`config.mk`:
```
export PLATFORM = sky130hd
export DESIGN_NAME = sync_rx_master
export DESIGN_NICKNAME = d
export VERILOG_FILES = /design/src/rtl/sync_rx_pkg.sv /design/src/rtl/srx_baud.sv /design/src/rtl/srx_shift.sv /design/src/rtl/srx_fifo.sv /design/src/rtl/sync_rx_master.sv
export SDC_FILE = /design/constraint.sdc
export NUM_CORES = 1
export LEC_CHECK = 0
export ABC_AREA = 0
export BUFFER_PORTS_ARGS = -buffer_cell sky130_fd_sc_hd__buf_4
export CAP_MARGIN = 20
export CORE_AREA = 2 2 97 99
export CTS_BUF_LIST = sky130_fd_sc_hd__clkbuf_16
export DETAILED_ROUTE_END_ITERATION = 16
export DIE_AREA = 0 0 99 101
export PLACE_DENSITY_LB_ADDON = 0.15
export SLEW_MARGIN = 40
export SYNTH_ARGS = -nofsm -noshare
export SYNTH_HDL_FRONTEND = slang
export SYNTH_HIERARCHICAL = 1
export SYNTH_SLANG_ARGS = --single-unit
```
`constraint.sdc`:
```
create_clock -name clk -period 3.69 [get_ports clk]
set_input_delay 0.738 -clock clk [delete_from_list [all_inputs] [get_ports clk]]
set_output_delay 0.738 -clock clk [all_outputs]
set_load 0.02 [all_outputs]
```
`src/rtl/sync_rx_pkg.sv`:
```
package sync_rx_pkg;

  typedef struct packed {
    logic       wide;
    logic [8:0] word;
  } rx_entry_t;

  function automatic logic [3:0] last_bit_index(input logic wide);
    return wide ? 4'd8 : 4'd7;
  endfunction

  function automatic logic [8:0] merge_bit(input logic [8:0] acc, input logic b,
                                           input logic [3:0] pos);
    return acc | (9'(b) << pos);
  endfunction

endpackage

```
`src/rtl/srx_baud.sv`:
```
module srx_baud #(
  parameter int DIV_W = 8
) (
  input  logic             clk,
  input  logic             rst_n,
  input  logic             run,
  input  logic [DIV_W-1:0] div,
  output logic             sclk,
  output logic             fall_evt,
  output logic             end_evt
);
  logic [DIV_W-1:0] cnt;
  logic             low_half;
  logic             tick;

  assign tick     = run && (cnt == div);
  assign fall_evt = tick && !low_half;
  assign end_evt  = tick && low_half;
  assign sclk     = run && !low_half;

  always_ff @(posedge clk or negedge rst_n) begin
    if (!rst_n) begin
      cnt      <= '0;
      low_half <= 1'b0;
    end else if (!run) begin
      cnt      <= '0;
      low_half <= 1'b0;
    end else if (tick) begin
      cnt      <= '0;
      low_half <= !low_half;
    end else begin
      cnt <= cnt + 1'b1;
    end
  end
endmodule

```
`src/rtl/srx_shift.sv`:
```
module srx_shift
  import sync_rx_pkg::*;
(
  input  logic      clk,
  input  logic      rst_n,
  input  logic      clear,
  input  logic      sample,
  input  logic      sdata,
  input  logic      nine_bit,
  output logic      done_evt,
  output logic [3:0] bit_idx,
  output rx_entry_t word_out
);
  logic [8:0] sh;
  logic [3:0] idx;
  logic       wide_q;
  logic       wide_eff;

  assign wide_eff      = (idx == 4'd0) ? nine_bit : wide_q;
  assign done_evt      = sample && (idx == last_bit_index(wide_eff));
  assign bit_idx       = idx;
  assign word_out.word = merge_bit(sh, sdata, idx);
  assign word_out.wide = wide_eff;

  always_ff @(posedge clk or negedge rst_n) begin
    if (!rst_n) begin
      sh     <= '0;
      idx    <= '0;
      wide_q <= 1'b0;
    end else begin
      wide_q <= wide_eff;
      if (clear) begin
        sh  <= '0;
        idx <= '0;
      end else if (sample) begin
        if (done_evt) begin
          sh  <= '0;
          idx <= '0;
        end else begin
          sh[idx] <= sdata;
          idx     <= idx + 4'd1;
        end
      end
    end
  end
endmodule

```
`src/rtl/srx_fifo.sv`:
```
module srx_fifo
  import sync_rx_pkg::*;
#(
  parameter  int DEPTH = 2,
  localparam int CNT_W = $clog2(DEPTH + 1),
  localparam int PTR_W = (DEPTH > 1) ? $clog2(DEPTH) : 1
) (
  input  logic             clk,
  input  logic             rst_n,
  input  logic             push,
  input  rx_entry_t        wr_entry,
  input  logic             pop,
  output rx_entry_t        head,
  output logic [CNT_W-1:0] count,
  output logic             full
);
  rx_entry_t        mem [DEPTH];
  logic [PTR_W-1:0] wr_ptr;
  logic [PTR_W-1:0] rd_ptr;

  function automatic logic [PTR_W-1:0] step(input logic [PTR_W-1:0] p);
    return (p == PTR_W'(DEPTH - 1)) ? '0 : p + 1'b1;
  endfunction

  assign full = (count == CNT_W'(DEPTH));
  assign head = mem[rd_ptr];

  always_ff @(posedge clk) begin
    if (push) mem[wr_ptr] <= wr_entry;
  end

  always_ff @(posedge clk or negedge rst_n) begin
    if (!rst_n) begin
      wr_ptr <= '0;
      rd_ptr <= '0;
      count  <= '0;
    end else begin
      if (push) wr_ptr <= step(wr_ptr);
      if (pop)  rd_ptr <= step(rd_ptr);
      count <= count + CNT_W'(push) - CNT_W'(pop);
    end
  end
endmodule

```
`src/rtl/sync_rx_master.sv`:
```
module sync_rx_master
  import sync_rx_pkg::*;
#(
  parameter  int DIV_W = 8,
  parameter  int DEPTH = 2,
  localparam int CNT_W = $clog2(DEPTH + 1)
) (
  input  logic             clk,
  input  logic             rst_n,
  input  logic             port_en,
  input  logic             single_req,
  input  logic             cont_en,
  input  logic             nine_bit,
  input  logic [DIV_W-1:0] divisor,
  input  logic             sdata_in,
  input  logic             rd_strobe,
  output logic             sclk_out,
  output logic [7:0]       rd_data,
  output logic             rd_bit9,
  output logic             rd_wide,
  output logic             rx_avail,
  output logic             overrun
);
  logic             active;
  logic             single_done;
  logic             run_req;
  logic             abort;
  logic             ev_fall;
  logic             ev_end;
  logic             ev_done;
  logic             ev_push;
  logic             ev_pop;
  logic             ev_ovf;
  logic             word_end;
  logic             fifo_full;
  logic [3:0]       bit_idx;
  logic [CNT_W-1:0] fifo_count;
  rx_entry_t        shifted;
  rx_entry_t        head;

  assign abort    = !port_en || (!single_req && !cont_en);
  assign run_req  = port_en && (cont_en || (single_req && !single_done));
  assign word_end = ev_end && (bit_idx == 4'd0);
  assign ev_push  = ev_done && !overrun && !fifo_full;
  assign ev_ovf   = ev_done && fifo_full && cont_en;
  assign ev_pop   = rd_strobe && rx_avail;
  assign rx_avail = (fifo_count != '0);
  assign rd_data  = rx_avail ? head.word[7:0] : 8'h00;
  assign rd_bit9  = rx_avail && head.word[8];
  assign rd_wide  = rx_avail && head.wide;

  srx_baud #(.DIV_W(DIV_W)) u_baud (
    .clk      (clk),
    .rst_n    (rst_n),
    .run      (active),
    .div      (divisor),
    .sclk     (sclk_out),
    .fall_evt (ev_fall),
    .end_evt  (ev_end)
  );

  srx_shift u_shift (
    .clk      (clk),
    .rst_n    (rst_n),
    .clear    (!active),
    .sample   (ev_fall),
    .sdata    (sdata_in),
    .nine_bit (nine_bit),
    .done_evt (ev_done),
    .bit_idx  (bit_idx),
    .word_out (shifted)
  );

  srx_fifo #(.DEPTH(DEPTH)) u_fifo (
    .clk      (clk),
    .rst_n    (rst_n),
    .push     (ev_push),
    .wr_entry (shifted),
    .pop      (ev_pop),
    .head     (head),
    .count    (fifo_count),
    .full     (fifo_full)
  );

  always_ff @(posedge clk or negedge rst_n) begin
    if (!rst_n) begin
      active <= 1'b0;
    end else if (abort) begin
      active <= 1'b0;
    end else if (!active) begin
      active <= run_req;
    end else if (word_end && !run_req) begin
      active <= 1'b0;
    end
  end

  always_ff @(posedge clk or negedge rst_n) begin
    if (!rst_n)                      single_done <= 1'b0;
    else if (!single_req)            single_done <= 1'b0;
    else if (ev_done && !cont_en)    single_done <= 1'b1;
  end

  always_ff @(posedge clk or negedge rst_n) begin
    if (!rst_n)        overrun <= 1'b0;
    else if (!cont_en) overrun <= 1'b0;
    else if (ev_ovf)   overrun <= 1'b1;
  end
endmodule

```
-- Yosys cells after proc, flatten, opt, wreduce, memory -nomap -nowiden
Memories as Yosys holds them, arrays and structs flattened.
Index checks and enable logic that the tools add are counted.
- mux-type cells: 27
- reduce and logical (&&, ||, !) cells: 31
- shift operators: 1
- eq/ne operators: 7
- add/sub/neg operators: 6
- bitwise operators: 1
- $lt $le $gt $ge: 2
- operators by type and width (kind ; number):
    $mux 9 ; 3
    $mux 8 ; 3
    $logic_and 1x1->1 ; 19
    $mux 4 ; 4
    $mux 1 ; 15
    $bwmux 9 ; 1
    $or 9x9->9 ; 1
    $shl 1x4->9 ; 1
    $add 8x1->8 const B ; 1
    $eq 8x8->1 ; 1
    $logic_not 1->1 ; 8
    $ne 2x1->1 const B ; 4
    $lt 4x5->1 const B ; 1
    $add 4x1->4 const B ; 1
    $demux 1 s4 ; 1
    $eq 4x4->1 ; 1
    $ge 4x1->1 const B ; 1
    $logic_not 4->1 ; 1
    $add 1x1->1 const B ; 2
    $add 2x1->2 ; 1
    $eq 2x2->1 const B ; 1
    $logic_or 1x1->1 ; 2
    $reduce_bool 2->1 ; 1
    $sub 2x1->2 ; 1
- register bits: 30
- RAM bits: 20
- memories: 1
- memory list (name ; depth ; bits a word ; rd ports ; clocked after memory_dff ; write ports ; RTL line ; RTL):
    u_fifo.mem ; 2 ; 10 ; 1 ; 0 ; 1 ; srx_fifo.sv:17 ; rx_entry_t mem [DEPTH];

-- Longest topological paths before layout
- word-level depth: 9
- gate-level depth with buffers: 10
- gate-level depth less buffers: 8

-- Hierarchy
The synthesis kept the hierarchy.
- modules (own cells, without submodules) (module ; times used ; area each (sq um) ; cells an instance):
    srx_fifo ; 1 ; 950.9 ; 45
    srx_shift ; 1 ; 937.1 ; 99
    srx_baud ; 1 ; 503.0 ; 49
    sync_rx_master ; 1 ; 232.7 ; 29

-- Worst setup path before layout
Ideal clock, no wire load.
- kind: input port to flip-flop
- start: in divisor[3]
- end: mem u_fifo/mem[0][0] in the netlist's numbering, enable pin
- buffers on the path: 1
- slack: 0.643 ns
- arrival: 2.669 ns
- setup time: 0.377 ns
- stages on the path: 8
- data required time: 3.313 ns
- cell sequence: xor2_1 -> nor4_2 -> nand2_2 -> nor2_1 -> buf_2 -> and2_1 -> nor3b_1 -> nor2b_1
- cells in the longest elaborated chain, start to end: 8
- ends and longest elaborated chain (element ; RTL line ; RTL):
    start: declaration ; sync_rx_master.sv:14 ; input logic [DIV_W-1:0] divisor,
    $eq 8x8->1 ; srx_baud.sv:16 ; assign tick = run && (cnt == div);
    $logic_and 1x1->1 ; srx_baud.sv:16 ;
    $logic_and 1x1->1 ; srx_baud.sv:17 ; assign fall_evt = tick && !low_half;
    named net ev_fall ; sync_rx_master.sv:28 ; logic ev_fall;
    $logic_and 1x1->1 ; srx_shift.sv:20 ; assign done_evt = sample && (idx == last_bit_index(wide_eff));
    named net ev_done ; sync_rx_master.sv:30 ; logic ev_done;
    $logic_and 1x1->1 (2 in series) ; sync_rx_master.sv:44 ; assign ev_push = ev_done && !overrun && !fifo_full;
    named net ev_push ; sync_rx_master.sv:31 ; logic ev_push;
    $mux 1 ; srx_fifo.sv:29 ; if (push) mem[wr_ptr] <= wr_entry;
    $mux 1 (not written as such) ; srx_fifo.sv:29 ;
    end: declaration ; srx_fifo.sv:17 ;
The timed path passes the listed nets, and every way through them passes these cells.

-- Final worst setup path
- start: in divisor[5]
- end: mem u_fifo/mem[1][9] in the netlist's numbering, enable pin
The elaborated chain is that of the path after synthesis.

==> results by group <==
Worst setup path
  • CP max stage cell: and2_1
  • Crit-path leading delay family: simple AND/OR/NAND/NOR gates
  • Critical-path maximum fanout: 10
  • Worst r2r path cells: 8
  • CP Buf/Inv Count: 2
  • Stages on worst setup path: 9
  • Startpoint type of the worst setup path: input port
  • CP Capture Type: register
  • Critical path type: input port to register
  • Req. time, crit path: roughly 3.6 ns
  • Max incr delay on CP: a little over 0.4 ns
  • CP cell instances: buf_4 > xor2_1 > nor4_2 > nand2_2 > nor2_1 > and2_1 > nor3b_1 > buf_4 > and2_1
  • CP Data Arrival Time: approximately 2.6 ns

Logic synthesis
  • Dominant cells by area after synthesis: dfrtp_1, edfxtp_1, mux2_4
  • Most used flip-flop cell after synthesis: dfrtp_1
  • Most numerous cell in the Yosys netlist: dfrtp_1
  • Post-synthesis sequential area ratio: slightly above 50%
  • Post-synthesis average cell area: around 12 um2
  • Area share of the largest cell type after synthesis: 28.6%
  • Post-Synthesis Cell Area: between 0.002 and 0.003 mm2
  • Top cells by count, synth: dfrtp_1, nor2_1, edfxtp_1, nor2b_1
  • Post-Syn Instances: 222
  • Ys Warns: 6
  • Post-synth EDFFs: 20
  • Post-synth ARST share: between 60% and 70%
  • Flops & latches, synth: 50
  • Yosys top cell by area: dfrtp_1
  • Synth cell types: 45
  • Mapped Nets: 245

Clocking
  • Hold_buf cts: 0
  • Clock Tree Buf Depth: 2
  • CTS tree: yes
  • Setup bufs post-CTS: 0
  • Worst-Skew Late Latency: 0.28 ns
  • Clock Tree Root: clkbuf_16
  • CTS H-tree lvls: 2
  • Num CTS Buffers: 5
  • CTS Sinks: 50
  • CTS clk-pin slew, worst paths: 0.07 ns
  • Number of gates resized after cts: 0

Routing
  • Vias post-DR: 1661
  • Drt initial violations: 46
  • Met1 wire length: 2430 um
  • DRC: 0
  • Total wire length: between 4000 and 5000 um
  • Met3 WL: roughly 150 um
  • Uppermost layer routed: met4
  • Avg WL per Cell: between 10 and 15 um
  • DR vias/cell: between 4 and 5
  • Antenna-violating nets left: 0
  • Metal2 WL: 2340 um
  • Iteration count of the initial detailed-routing pass: 4

Flow run
  • Max-Cap Viols: 0

Layout
  • Area grow syn2layout: 17.8%
  • Antenna diode count: 0
  • Layout cell share with drive strength beyond 1: a little over a quarter
  • Seq. cell area: between 0.001 and 0.0015 mm2
  • Fillers: 873
  • Multi-input gate area in the final layout: ~0.0012 mm2
  • Nets: around 270

STA
  • Fmax: approximately 370 MHz
  • Worst-margin pin slew: between 0.6 and 0.7 ns
  • Final Hold Viols: 0
  • Final setup fails: 0
  • Clock Skew: 0.00505 ns
  • Worst rel slew slack: between 50% and 60%
  • Min setup slack post-route: between 0.9 and 1 ns
  • Fin crit period: between 2 and 3 ns
  • Fin crit share: about 73%
  • Max-slew violation count: 0
  • Hold slack: ~0.38 ns
  • Fin Setup TNS: 0 ns
  • RSZ-0062 raised after global routing: false

Global routing
  • Antenna violations before repair: 0
  • First-pass GRT wire length: 8480 um
  • GR Util All Layers: a little over a tenth
  • Global route overflow: 0
  • Number of global-route vias before repair: around 1700
  • Pin count of the biggest net entering global routing: 31

Floorplanning
  • Die Y-Extent: approximately 100 um
  • Die X: slightly below 100 um
  • Initial Utilization: 29.2%
  • Core area: approximately 0.009 mm2
  • # IOs: 29
  • DIE AREA: around 0.01 mm2
  • Row cnt: 35

Pwr
  • Power Density: roughly 510 mW/mm2
  • Leak: approximately 1.4 nW
  • Worst VDD drop: approximately 0.18 mV

Place
  • GP Congestion: between 0.7 and 0.8
  • DP HPWL: ~3500 um
  • Setup WS pre-CTS: between 0.6 and 0.7 ns
  • IO Port Bufs: 28

Min path
  • Min-delay worst type: input port to async pin

Outcome
  • Status: finished clean
==> cells by family (layout without fill, tap and decap cells) <==
kind of cell               count (synthesis)  in the layout  synth area share (%)
AOI/OAI and AO/OA                         25             25                  7.06
adders and majority gates                  7              7                  3.34
xor gates and xnor gates                  17             17                  6.25
buffers and inverters                     23             52                  4.72
DFF                                       50             50                  51.5
and+or+nand+nor                           78             78                  16.9
muxes                                     22             22                  10.2
==> state kept, by name, indices dropped and copies added (netlist names) <==
| signal | count |
|---|---|
| u_baud/low_half | 1 |
| active | 1 |
| u_fifo/count | 2 |
| single_done | 1 |
| u_shift/wide_q | 1 |
| u_fifo/rd_ptr | 1 |
| u_baud/cnt | 8 |
| u_shift/bit_idx | 4 |
| u_shift/sh | 9 |
| overrun | 1 |
| u_fifo/mem | 20 |
| u_fifo/wr_ptr | 1 |
==> final cells by class <==
| type | count | area share, % |
|---|---|---|
| clock inverters | 3 | 1.42 |
| multi-input cells | 149 | 37.2 |
| well taps | 111 | 4.49 |
| inverters | 13 | 1.58 |
| clock buffers | 5 | 4.05 |
| flip-flops and latches | 50 | 43.7 |
| repair buffers | 31 | 7.53 |
==> path summary, 6_finish.rpt <==
path / from / endpoint / slack, ns
min in group clk: u_fifo/wr_ptr / u_fifo/wr_ptr / 0.49
max: divisor[5] / u_fifo/mem[1][9] / 1.0
min: rst_n / single_done / 0.38
max in group asynchronous: rst_n / u_baud/cnt[3] / 3.00
min reg2reg: u_fifo/wr_ptr / u_fifo/wr_ptr / 0.49
max reg2reg: u_baud/cnt[5] / u_fifo/mem[1][9] / 1.12
==> worst register-to-register path, cell delays in order (launching register included) <==
cell	delay, ns
dfrtp_1	0.43
xor2_1	0.17
nor4_2	0.38
nand2_2	0.14
nor2_1	0.17
and2_1	0.18
nor3b_1	0.19
buf_4	0.15
and2_1	0.41
==> stage by stage <==
stage               instance area [um2]  std cells  utilization (%)  total power [mW]
floorplan                          2620        222                -             0.938
detailed placement                 2920        354             32.5              1.08
finish                             3090        362             34.4              1.58
global route                       3090        362             34.4              1.66
global placement                   2920        354             32.5              1.07
CTS                                3090        362             34.4              1.61
==> power breakdown <==
group	internal, mW	total (mW)	switching [mW]
clock network	0.321	0.523	0.202
logic	0.215	0.409	0.194
registers	0.599	0.651	0.0522
total	1.13	1.58	0.448
==> layer usage <==
layer | vias to the layer above | GRT usage (%)
li1 | 827 | -
met1 | 810 | 14.3
met2 | 19 | 17.3
met3 | 5 | 2.50
met4 | 0 | 3.48
met5 | - | 0
==> placed cells by master (no fill, tap or decap), types with 3 or more instances in the layout <==
master / instances
o31ai_1: 3
edfxtp_1: 20
ha_1: 7
nand2_1: 4
and3_1: 4
mux2_4: 9
nor2_1: 20
a31o_2: 5
clkbuf_16: 5
mux2i_1: 11
nor2b_1: 18
a21oi_1: 6
buf_4: 31
inv_1: 12
nand3_1: 15
dfrtp_1: 30
nor4_2: 3
xor2_1: 15
No activity file was read; power rests on OpenSTA's default activity.
